--- src/rtl/msi_pkg.sv ---
package msi_pkg;
   typedef enum logic [1:0] {
      ST_I = 2'b00,
      ST_S = 2'b01,
      ST_M = 2'b10
   } msi_state_e;

   localparam int BUS_RD_BIT  = 0;
   localparam int BUS_INV_BIT = 1;
endpackage

--- src/rtl/msi_rr_arb.sv ---
module msi_rr_arb (
   input  logic       clk,
   input  logic       rst_n,
   input  logic [1:0] req,
   output logic [1:0] gnt,
   output logic       sel
);
   logic last_q;

   always_comb begin
      if (req == 2'b11) sel = ~last_q;
      else              sel = req[1];
      gnt = 2'b00;
      if (|req) gnt[sel] = 1'b1;
   end

   always_ff @(posedge clk) begin
      if (!rst_n)     last_q <= 1'b1;
      else if (|req)  last_q <= sel;
   end
endmodule

--- src/rtl/msi_line_store.sv ---
module msi_line_store #(
   parameter int IDX_W  = 3,
   parameter int TAG_W  = 4,
   parameter int DATA_W = 16
) (
   input  logic                          clk,
   input  logic                          rst_n,
   input  logic [IDX_W-1:0]              rd_idx,
   output logic [1:0]                    rd_st,
   output logic [TAG_W-1:0]              rd_tag,
   output logic [DATA_W-1:0]             rd_data,
   input  logic                          wr_en,
   input  logic [IDX_W-1:0]              wr_idx,
   input  logic [1:0]                    wr_st,
   input  logic [TAG_W-1:0]              wr_tag,
   input  logic [DATA_W-1:0]             wr_data,
   output logic [(1<<IDX_W)*2-1:0]       st_flat,
   output logic [(1<<IDX_W)*TAG_W-1:0]   tag_flat,
   output logic                          bad
);
   localparam int LINES = 1 << IDX_W;

   logic [LINES-1:0][1:0]        st_q;
   logic [LINES-1:0][TAG_W-1:0]  tag_q;
   logic [LINES-1:0][DATA_W-1:0] data_q;
   logic [LINES-1:0]             line_bad;

   always_ff @(posedge clk) begin
      if (!rst_n) begin
         st_q   <= '0;
         tag_q  <= '0;
         data_q <= '0;
      end else if (wr_en) begin
         st_q[wr_idx]   <= wr_st;
         tag_q[wr_idx]  <= wr_tag;
         data_q[wr_idx] <= wr_data;
      end
   end

   assign rd_st    = st_q[rd_idx];
   assign rd_tag   = tag_q[rd_idx];
   assign rd_data  = data_q[rd_idx];
   assign st_flat  = st_q;
   assign tag_flat = tag_q;

   for (genvar g = 0; g < LINES; g++) begin : g_line
      assign line_bad[g] = &st_q[g];
   end
   assign bad = |line_bad;
endmodule

--- src/rtl/msi_xact.sv ---
module msi_xact
   import msi_pkg::*;
#(
   parameter int IDX_W  = 3,
   parameter int TAG_W  = 4,
   parameter int DATA_W = 16
) (
   input  logic                    is_wr,
   input  logic [IDX_W-1:0]        idx,
   input  logic [TAG_W-1:0]        tag,
   input  logic [DATA_W-1:0]       wdata,
   input  logic [1:0]              own_st,
   input  logic [TAG_W-1:0]        own_tag,
   input  logic [DATA_W-1:0]       own_data,
   input  logic [1:0]              peer_st,
   input  logic [TAG_W-1:0]        peer_tag,
   input  logic [DATA_W-1:0]       peer_data,
   input  logic [DATA_W-1:0]       mem_rdata,
   output logic                    hit,
   output logic                    c2c,
   output logic [1:0]              bus,
   output logic                    fetch,
   output logic                    evict,
   output logic [TAG_W+IDX_W-1:0]  evict_addr,
   output logic                    share_wb,
   output logic [1:0]              own_st_n,
   output logic [DATA_W-1:0]       own_data_n,
   output logic                    peer_upd,
   output logic [1:0]              peer_st_n,
   output logic [DATA_W-1:0]       rdata
);
   logic own_match, peer_match, peer_owns;

   assign own_match  = (own_st != ST_I)  && (own_tag == tag);
   assign peer_match = (peer_st != ST_I) && (peer_tag == tag);
   assign peer_owns  = peer_match && (peer_st == ST_M);
   assign evict      = !own_match && (own_st == ST_M);
   assign evict_addr = {own_tag, idx};

   always_comb begin
      hit        = own_match;
      c2c        = 1'b0;
      bus        = 2'b00;
      fetch      = 1'b0;
      share_wb   = 1'b0;
      own_st_n   = own_st;
      own_data_n = own_data;
      peer_upd   = 1'b0;
      peer_st_n  = peer_st;
      rdata      = own_data;
      if (!is_wr) begin
         if (!own_match) begin
            bus[BUS_RD_BIT] = 1'b1;
            own_st_n        = ST_S;
            if (peer_owns) begin
               c2c       = 1'b1;
               share_wb  = 1'b1;
               peer_upd  = 1'b1;
               peer_st_n = ST_S;
               rdata     = peer_data;
            end else begin
               fetch = 1'b1;
               rdata = mem_rdata;
            end
            own_data_n = rdata;
         end
      end else begin
         rdata      = wdata;
         own_data_n = wdata;
         own_st_n   = ST_M;
         if (!own_match) begin
            bus = 2'b11;
            c2c = peer_owns;
         end else if (own_st == ST_S) begin
            bus[BUS_INV_BIT] = 1'b1;
         end
         if (peer_match) begin
            peer_upd  = 1'b1;
            peer_st_n = ST_I;
         end
      end
   end
endmodule

--- src/rtl/msi_snoop_ctrl.sv ---
module msi_snoop_ctrl
   import msi_pkg::*;
#(
   parameter int IDX_W  = 3,
   parameter int TAG_W  = 4,
   parameter int DATA_W = 16
) (
   input  logic                          clk,
   input  logic                          rst_n,
   input  logic [1:0]                    req_valid,
   input  logic [1:0]                    req_write,
   input  logic [2*IDX_W-1:0]            req_index,
   input  logic [2*TAG_W-1:0]            req_tag,
   input  logic [2*DATA_W-1:0]           req_wdata,
   output logic [1:0]                    req_ready,
   output logic                          mem_rd_en,
   output logic [TAG_W+IDX_W-1:0]        mem_rd_addr,
   input  logic [DATA_W-1:0]             mem_rdata,
   output logic [1:0]                    mem_wr_en,
   output logic [2*(TAG_W+IDX_W)-1:0]    mem_wr_addr,
   output logic [2*DATA_W-1:0]           mem_wr_data,
   output logic                          rsp_valid,
   output logic                          rsp_core,
   output logic                          rsp_hit,
   output logic                          rsp_c2c,
   output logic [1:0]                    rsp_bus,
   output logic [DATA_W-1:0]             rsp_rdata,
   output logic                          err_state
);
   localparam int ADDR_W = TAG_W + IDX_W;
   localparam int LINES  = 1 << IDX_W;

   if (IDX_W < 1 || IDX_W > 12) begin : g_bad_idx
      $error("IDX_W must lie in 1..12");
   end
   if (TAG_W < 1) begin : g_bad_tag
      $error("TAG_W must be at least 1");
   end
   if (DATA_W < 1) begin : g_bad_data
      $error("DATA_W must be at least 1");
   end

   logic                         sel, accept;
   logic [1:0][IDX_W-1:0]        idx_v;
   logic [1:0][TAG_W-1:0]        tag_v;
   logic [1:0][DATA_W-1:0]       wd_v;
   logic [1:0][1:0]              c_st;
   logic [1:0][TAG_W-1:0]        c_tag;
   logic [1:0][DATA_W-1:0]       c_data;
   logic [1:0][2*LINES-1:0]      st_all;
   logic [1:0][TAG_W*LINES-1:0]  tag_all;
   logic [1:0]                   bad;

   logic                         x_hit, x_c2c, x_fetch, x_evict, x_share, x_peer_upd;
   logic [1:0]                   x_bus, x_own_st, x_peer_st;
   logic [ADDR_W-1:0]            x_evict_addr;
   logic [DATA_W-1:0]            x_own_data, x_rdata;

   assign idx_v = req_index;
   assign tag_v = req_tag;
   assign wd_v  = req_wdata;

   msi_rr_arb arb_i (
      .clk   (clk),
      .rst_n (rst_n),
      .req   (req_valid),
      .gnt   (req_ready),
      .sel   (sel)
   );
   assign accept = |req_ready;

   for (genvar c = 0; c < 2; c++) begin : g_core
      logic              is_req;
      logic              wr_en;
      logic [1:0]        wr_st;
      logic [TAG_W-1:0]  wr_tag;
      logic [DATA_W-1:0] wr_data;

      assign is_req  = (sel == c[0]);
      assign wr_en   = accept && (is_req || x_peer_upd);
      assign wr_st   = is_req ? x_own_st   : x_peer_st;
      assign wr_tag  = is_req ? tag_v[sel] : c_tag[c];
      assign wr_data = is_req ? x_own_data : c_data[c];

      msi_line_store #(.IDX_W(IDX_W), .TAG_W(TAG_W), .DATA_W(DATA_W)) store_i (
         .clk      (clk),
         .rst_n    (rst_n),
         .rd_idx   (idx_v[sel]),
         .rd_st    (c_st[c]),
         .rd_tag   (c_tag[c]),
         .rd_data  (c_data[c]),
         .wr_en    (wr_en),
         .wr_idx   (idx_v[sel]),
         .wr_st    (wr_st),
         .wr_tag   (wr_tag),
         .wr_data  (wr_data),
         .st_flat  (st_all[c]),
         .tag_flat (tag_all[c]),
         .bad      (bad[c])
      );
   end

   msi_xact #(.IDX_W(IDX_W), .TAG_W(TAG_W), .DATA_W(DATA_W)) xact_i (
      .is_wr      (req_write[sel]),
      .idx        (idx_v[sel]),
      .tag        (tag_v[sel]),
      .wdata      (wd_v[sel]),
      .own_st     (c_st[sel]),
      .own_tag    (c_tag[sel]),
      .own_data   (c_data[sel]),
      .peer_st    (c_st[~sel]),
      .peer_tag   (c_tag[~sel]),
      .peer_data  (c_data[~sel]),
      .mem_rdata  (mem_rdata),
      .hit        (x_hit),
      .c2c        (x_c2c),
      .bus        (x_bus),
      .fetch      (x_fetch),
      .evict      (x_evict),
      .evict_addr (x_evict_addr),
      .share_wb   (x_share),
      .own_st_n   (x_own_st),
      .own_data_n (x_own_data),
      .peer_upd   (x_peer_upd),
      .peer_st_n  (x_peer_st),
      .rdata      (x_rdata)
   );

   assign mem_rd_en   = accept && x_fetch;
   assign mem_rd_addr = {tag_v[sel], idx_v[sel]};
   assign mem_wr_en   = {accept && x_share, accept && x_evict};
   assign mem_wr_addr = {tag_v[sel], idx_v[sel], x_evict_addr};
   assign mem_wr_data = {c_data[~sel], c_data[sel]};

   always_ff @(posedge clk) begin
      if (!rst_n) begin
         rsp_valid <= 1'b0;
         rsp_core  <= 1'b0;
         rsp_hit   <= 1'b0;
         rsp_c2c   <= 1'b0;
         rsp_bus   <= 2'b00;
         rsp_rdata <= '0;
      end else begin
         rsp_valid <= accept;
         if (accept) begin
            rsp_core  <= sel;
            rsp_hit   <= x_hit;
            rsp_c2c   <= x_c2c;
            rsp_bus   <= x_bus;
            rsp_rdata <= x_rdata;
         end
      end
   end

   assign err_state = |bad;
endmodule

--- config.mk ---
export PLATFORM = sky130hd
export DESIGN_NAME = msi_snoop_ctrl
export DESIGN_NICKNAME = d
export VERILOG_FILES = /design/src/rtl/msi_pkg.sv /design/src/rtl/msi_rr_arb.sv /design/src/rtl/msi_line_store.sv /design/src/rtl/msi_xact.sv /design/src/rtl/msi_snoop_ctrl.sv
export SDC_FILE = /design/constraint.sdc
export NUM_CORES = 1
export LEC_CHECK = 0
export BUFFER_PORTS_ARGS = -buffer_cell sky130_fd_sc_hd__buf_4
export CAP_MARGIN = 20
export CORE_MARGIN = 2
export CORE_UTILIZATION = 45
export DETAILED_ROUTE_END_ITERATION = 7
export PLACE_DENSITY_LB_ADDON = 0.1
export SLEW_MARGIN = 15
export SYNTH_ARGS = -nofsm -noshare
export SYNTH_HDL_FRONTEND = slang
export SYNTH_SLANG_ARGS = --single-unit
export TNS_END_PERCENT = 100
--- constraint.sdc ---
create_clock -name clk -period 4.7 [get_ports clk]
set_input_delay 0.47 -clock clk [delete_from_list [all_inputs] [get_ports clk]]
set_output_delay 0.47 -clock clk [all_outputs]
set_load 0.1 [all_outputs]
==> results.cfg, run 1 <==
[setup_path]
endpoint_arrival_time_on_the_critical_path_ns = 4.20
cell_with_the_most_instances_on_the_worst_path = sky130_fd_sc_hd__buf_4
timing.critical_path.to_type = output pin
critPathBufInv = 5
critPathKind = flop to output pin
crit_path_cell_trace = a21bo_4 -> inv_6 -> mux2i_4 -> inv_2 -> buf_12 -> nor3_1 -> buf_4 -> a221oi_1 -> nand2_1 -> a21boi_1 -> buf_4
worst_r2r_path_depth = 14
crit_path_start = arb_i.last_q
critPathLaunchType = flop
critPathMaxFanout = 30
path_depth = 11
cell_with_the_largest_stage_delay_on_the_worst_path = sky130_fd_sc_hd__a21boi_1
critical_path.max_stage_delay_ns = 0.47
worst_r2r_startpoint = arb_i.last_q
crit_family = buffers and inverters
required_ns = 4.23

[clocking]
clk_pin_slew_worst_paths_ns = 0.07
h-tree-depth = 2
clockRootBuffer = sky130_fd_sc_hd__clkbuf_16
cts.path.max_buffers = 3
worst_skew_pair.late_latency_ns = 0.59
cts-hold-fix-buffers = 0
numCtsBuffers = 43
cts.sinks = 375
tritoncts = yes

[detailed_routing]
detail_route.wirelength_mm = 83.6
route.vias.total = 20500
drc = 0
via_per_inst = 6.43
avgRoutedWirePerCell_um = 26.2
drtPass1Iterations = 6
drt_iter0_drc = 2417
ant_nets = 0

[sta]
finalSetupTns_ns = 0
postLayoutSetupSlackWorst_ns = 0.0344
tightestPinTransition_ns = 1.11
shortest_clock_period_the_worst_path_allows_after_layout_ns = 4.67
slew-limit-headroom_pct = 25.3
fin_worst_skew_ns = 0.0258
max_slew_violation_count = 0
fin_crit_sh_pct = 99.3
timing.final.setup_violations = 0
hold_slack_ns = 0.298
final-hold-violation-count = 0
max_clock_freq_mhz = 214

[final_layout]
final-seq-area_um2 = 7510
finish.net_count = 2636
total_of_fill_cells_in_the_finished_design = 4070
finalCoreUtilization_pct = 54.8
synthToLayoutAreaGrowth_pct = 19.3
post-route-cell-area_um2 = 23700
multi_input_area_um2 = 11400
drive_above_1_share_pct = 19.5

[power]
power_density_nw_per_um2 = 385
vdd_ir_max_mv = 0.259
p_leak_nw = 8.81

[placement]
io_buffers = 148
placed_cell_area_um2 = 22100
place_congestion = 0.991
detailed_place_hpwl_mm = 57.9
place_ws_ns = 0.0775

[global_routing]
grt_usage_pct = 35.2
globalRouteMet2Util_pct = 57.4
grt_util_met3_pct = 5.93
number_of_antenna_violations_at_the_first_check_in_global_routing = 0
globalRouteMet1Util_pct = 45.8
grt_first_pass_wirelength_mm = 124
grt_most_used_layer = met2
gr-total-overflow = 0
first_global_vias = 19600
pin_count_of_the_biggest_net_entering_global_routing = 101

[logic_synthesis]
synthesis.instances = 2439
synth_most_common_cell = sky130_fd_sc_hd__nand2_1
ys.warnings.count = 0
synth-seq-area-share_pct = 37.8
synth-edff-count = 0
syn-num-nets = 2507
synth.top_cells.by_area = sky130_fd_sc_hd__dfxtp_1 (38%), sky130_fd_sc_hd__nand2_1 (8.8%), sky130_fd_sc_hd__mux2i_1 (7.6%), sky130_fd_sc_hd__a21oi_1 (5.0%), sky130_fd_sc_hd__nor2_1 (3.7%)
synth.distinct_cells = 92
yosys_most_used_dff = sky130_fd_sc_hd__dfxtp_1
asyncSetResetFlopFracSynth_pct = 0
netlist_area_um2 = 19900
synthTopCellsByCount = sky130_fd_sc_hd__nand2_1 (463), sky130_fd_sc_hd__dfxtp_1 (375), sky130_fd_sc_hd__a21oi_1 (199), sky130_fd_sc_hd__nor2_1 (194), sky130_fd_sc_hd__mux2i_1 (150)
yosysTopAreaCell = sky130_fd_sc_hd__dfxtp_1
postSynthRegisterBits = 375
yosys.area.top_type_share_pct = 37.8
synth.avg_cell_area_um2 = 8.14

[min_path]
holdPathStages = 3
worstHoldPathType = input pin to flop
timing.hold.worst.start = req_tag[5]

[job]
maxCapViolCount = 0

[die]
floorplan.die.height_um = 214
die_x_um = 214
initial_core_util_pct = 45.9
dieArea_um2 = 45800
io_pins = 149
design.core.area_um2 = 43300
num_rows = 76

[outcome]
status = complete, no violations
state kept, by name, summed over array words and instances (netlist names):
signal                   flops
rsp_c2c                      1
arb_i.last_q                 1
rsp_valid                    1
rsp_hit                      1
rsp_rdata                   16
rsp_bus                      2
rsp_core                     1
g_core.store_i.tag_flat     64
g_core.store_i.data_q      256
g_core.store_i.st_flat      32
worst min-delay path, delay by kind of cell:
kind            cells  cell delay (ns)
buf+inv             1             0.11
simple gates        1             0.14
compound gates      1             0.10
final timing paths:
path                                                       end  slack [ns]
worst max-delay path                           mem_wr_data[20]        0.03
worst min-delay path            g_core[1].store_i.tag_flat[29]        0.30
worst max register to register    g_core[0].store_i.data_q[71]        0.21
worst min register to register    g_core[0].store_i.data_q[62]        0.45
power by group:
group	switching (mW)	total (mW)	internal (mW)
Combinational	1.64	2.24	0.607
Clock	1.42	3.50	2.08
Sequential	0.0797	3.37	3.29
Total	3.13	9.11	5.98
placed cells by master (no fill, tap or decap), types with 13 or more instances in the layout:
master and n:
sky130_fd_sc_hd__o22ai_1 61, sky130_fd_sc_hd__clkbuf_16 44, sky130_fd_sc_hd__o21ai_0 85, sky130_fd_sc_hd__mux4_2 27
sky130_fd_sc_hd__mux2i_1 139, sky130_fd_sc_hd__nor2_1 191, sky130_fd_sc_hd__buf_4 281, sky130_fd_sc_hd__a21oi_1 193
sky130_fd_sc_hd__a221oi_1 40, sky130_fd_sc_hd__nor3b_1 13, sky130_fd_sc_hd__and3_1 17, sky130_fd_sc_hd__o21ai_1 31
sky130_fd_sc_hd__nand3_1 84, sky130_fd_sc_hd__a211oi_1 80, sky130_fd_sc_hd__clkinv_2 13, sky130_fd_sc_hd__a31oi_1 18
sky130_fd_sc_hd__o211ai_1 37, sky130_fd_sc_hd__buf_12 17, sky130_fd_sc_hd__inv_1 18, sky130_fd_sc_hd__nor3_1 41
sky130_fd_sc_hd__nand2_1 459, sky130_fd_sc_hd__dfxtp_1 375, sky130_fd_sc_hd__a22oi_1 28, sky130_fd_sc_hd__mux2_2 16
cell families after synthesis:
group	share of synthesized area, %
AND/OR/NAND/NOR	19.7
buffers and inverters	5.68
multiplexers	11.9
XOR/XNOR	0.221
flip-flops	37.8
AO/OA/AOI/OAI	24.7
timing repair:
action,in CTS,in global routing
pin swaps,0,1
resized for setup,4,7
endpoints found under the setup margin,4,15
setup buffers,0,3
stage by stage:
step | cells | total power [mW]
3_3_place_gp | 3105 | 5.60
3_5_place_dp | 3105 | 5.62
6_report | 3189 | 9.11
4_1_cts | 3185 | 9.08
2_1_floorplan | 2439 | 4.87
5_1_grt | 3188 | 9.35
metal layers:
layer,wire [um],vias to the layer above
met1,33200,9921
met4,3640,0
met2,38600,1234
met5,0,-
met3,8110,212
li1,-,9154
layout make-up:
type                       count  area share (%)
antenna                        1          0.0106
clock buffer                  61            5.42
clock inverter                19           0.808
inverter                      23           0.407
multi-input combinational   1824            48.1
sequential                   375            31.7
tap                          585            3.09
timing repair buffer         301            10.5
(Power assumes the default switching activity.)
==> run 2: changes to the inputs <==
- PLACE_DENSITY: unset -> 0.62
- PLACE_DENSITY_LB_ADDON: 0.1 -> unset
==> run 2 against run 1 <==
Against the previous run: routed wire length decreased by 1.9%; worst setup slack better by 0.11 ns; combinational power is essentially flat; flip-flop and latch count unchanged; via count fell by 1.6%; final cell count down 0.22%; worst hold slack worse by 0.076 ns; global-route usage decreased by 0.53 points; critical path type unchanged.
==> results.cfg, run 2 (synthesis gave the netlist of run 1 again) <==
[detailed_routing]
route.vias.total = 20200
drc = 0
highest-signal-layer = met5
detailroute.wirelength.met3_mm = 7.89
routed_metal_1_wire_length_mm = 33.2
drt_iter0_drc = 2432
via_per_inst = 6.35
met2_wire_len_mm = 36.6
detail_route.wirelength_mm = 81.9
ant_nets = 0
drtPass1Iterations = 6
avgRoutedWirePerCell_um = 25.7

[placement]
detailed_place_hpwl_mm = 57.0
numPlacedInstances = 3104
io_buffers = 148
place_ws_ns = 0.133
place_congestion = 0.980

[min_path]
worstHoldPathType = input pin to flop
hold_path_end = rsp_rdata[3]
timing.hold.worst.start = rst_n
holdPathStages = 3

[die]
die_x_um = 214
initial_core_util_pct = 45.9
floorplan.die.height_um = 214
num_rows = 76
dieArea_um2 = 45800
io_pins = 149
design.core.area_um2 = 43300

[clocking]
worst_skew_pair.late_latency_ns = 0.59
clk_pin_slew_worst_paths_ns = 0.06
postCtsResizedCells = 0
h-tree-depth = 2
cts.sinks = 375
tritoncts = yes
cts_setup_buffers = 0
numCtsBuffers = 43
cts-hold-fix-buffers = 0
cts.path.max_buffers = 3
clockRootBuffer = sky130_fd_sc_hd__clkbuf_16

[global_routing]
grt_usage_pct = 34.7
gr-total-overflow = 0
pin_count_of_the_biggest_net_entering_global_routing = 96
grt_first_pass_wirelength_mm = 122
number_of_antenna_violations_at_the_first_check_in_global_routing = 2
first_global_vias = 19300

[setup_path]
critPathBufInv = 4
crit_path_cell_trace = a21bo_4 -> inv_4 -> mux2i_4 -> buf_4 -> nor2_1 -> buf_4 -> a222oi_1 -> a31oi_1 -> a21oi_1 -> mux2i_2 -> buf_4
cell_with_the_most_instances_on_the_worst_path = sky130_fd_sc_hd__buf_4
critical_path.max_stage_delay_ns = 0.61
reg2reg_to = g_core[0].store_i.data_q[105]
setup.reg_to_reg.worst_slack_ns = 0.32
required_ns = 4.23
worst_r2r_path_depth = 16
endpoint_arrival_time_on_the_critical_path_ns = 4.08
critPathKind = flop to output pin
worst_r2r_startpoint = arb_i.last_q
cell_with_the_largest_stage_delay_on_the_worst_path = sky130_fd_sc_hd__a21oi_1
timing.critical_path.to_type = output pin
critPathMaxFanout = 25
crit_family = compound AO/OA/AOI/OAI gates
critPathLaunchType = flop

[final_layout]
total_of_fill_cells_in_the_finished_design = 4051
largest_reg_flops = 256
layout_common_cells = sky130_fd_sc_hd__nand2_1 (459), sky130_fd_sc_hd__dfxtp_1 (375), sky130_fd_sc_hd__buf_4 (282), sky130_fd_sc_hd__a21oi_1 (194), sky130_fd_sc_hd__nor2_1 (192)
finalCoreUtilization_pct = 54.6
antenna_cells = 0
drive_above_1_share_pct = 19.1
synthToLayoutAreaGrowth_pct = 18.9
finish.net_count = 2633
registers.top_by_ff_count = g_core.store_i.data_q
finish.cell_count_without_fillers = 3182
final_common_cell = sky130_fd_sc_hd__nand2_1

[sta]
unrepaired_setup_endpoints_after_global_routing = false
timing.final.setup_violations = 0
slew-limit-headroom_pct = 34.4
max_slew_violation_count = 0
max_clock_freq_mhz = 220
tightestPinTransition_ns = 0.980
fin_worst_skew_ns = 0.0339
final-hold-violation-count = 0
shortest_clock_period_the_worst_path_allows_after_layout_ns = 4.55
postLayoutSetupSlackWorst_ns = 0.149
fin_crit_sh_pct = 96.8

[power]
vdd_ir_max_mv = 0.289
p_leak_nw = 8.75
power_density_nw_per_um2 = 388
fin_total_pwr_mw = 9.16

[outcome]
status = complete, no violations

[job]
maxCapViolCount = 0
[run 2: changes by cell type in the layout (fill, tap and decap cells not counted), sizes merged, moves of 4 or more]
cell	before	now
clkbuf	61	56
buf	301	297
clkinvlp	0	4
bufinv	3	7
clkinv	14	10
[run 2: per-layer routing]
metal | vias up | global-route usage [%]
li1 | 9142 | -
met1 | 9612 | 45.8
met2 | 1214 | 55.0
met3 | 228 | 5.94
met4 | 2 | 16.9
met5 | - | 0
[run 2: cell type report]
| cell class | instances | area, um^2 | share of cell area (%) |
|---|---|---|---|
| Multi-Input combinational cell | 1824 | 11400 | 48.2 |
| Sequential cell | 375 | 7510 | 31.8 |
| Timing Repair Buffer | 298 | 2410 | 10.2 |
| Clock buffer | 55 | 1180 | 5.01 |
| Tap cell | 585 | 732 | 3.10 |
| Clock inverter | 22 | 314 | 1.33 |
| Inverter | 23 | 96.3 | 0.408 |
[run 2: worst min-delay path, stage by stage]
cell and delay [ns]:
sky130_fd_sc_hd__buf_6 0.16, sky130_fd_sc_hd__o21ai_0 0.09, sky130_fd_sc_hd__a21oi_1 0.04
[run 2: worst max-delay path by stage]
stage / from / end / slack, ns / cells past startpoint
final: arb_i.last_q / mem_wr_data[9] / 0.15 / 11
after global routing: arb_i.last_q / mem_rd_en / 0.02 / 13
after CTS: arb_i.last_q / mem_wr_en[1] / 0.14 / 11
after detailed placement: req_valid[0] / g_core[1].store_i.data_q[15] / 0.13 / 15
after global placement: req_valid[0] / g_core[0].store_i.data_q[121] / 0.16 / 16
after floorplan: req_valid[0] / mem_wr_data[10] / -0.54 / 12
[run 2: metrics by stage]
step                      hold WS [ns]  cell area (um^2)  setup TNS, ns
final                            0.222             23600              0
after global routing             0.238             23600              0
after CTS                        0.202             23600              0
after detailed placement         0.441             22100              0
after global placement           0.434             22100              0
after floorplan                  0.425             20000          -2.70
[run 2: power breakdown]
part | total (mW) | switching, mW | internal [mW]
sequential | 3.37 | 0.0785 | 3.29
combinational | 2.21 | 1.62 | 0.592
clock | 3.57 | 1.41 | 2.17
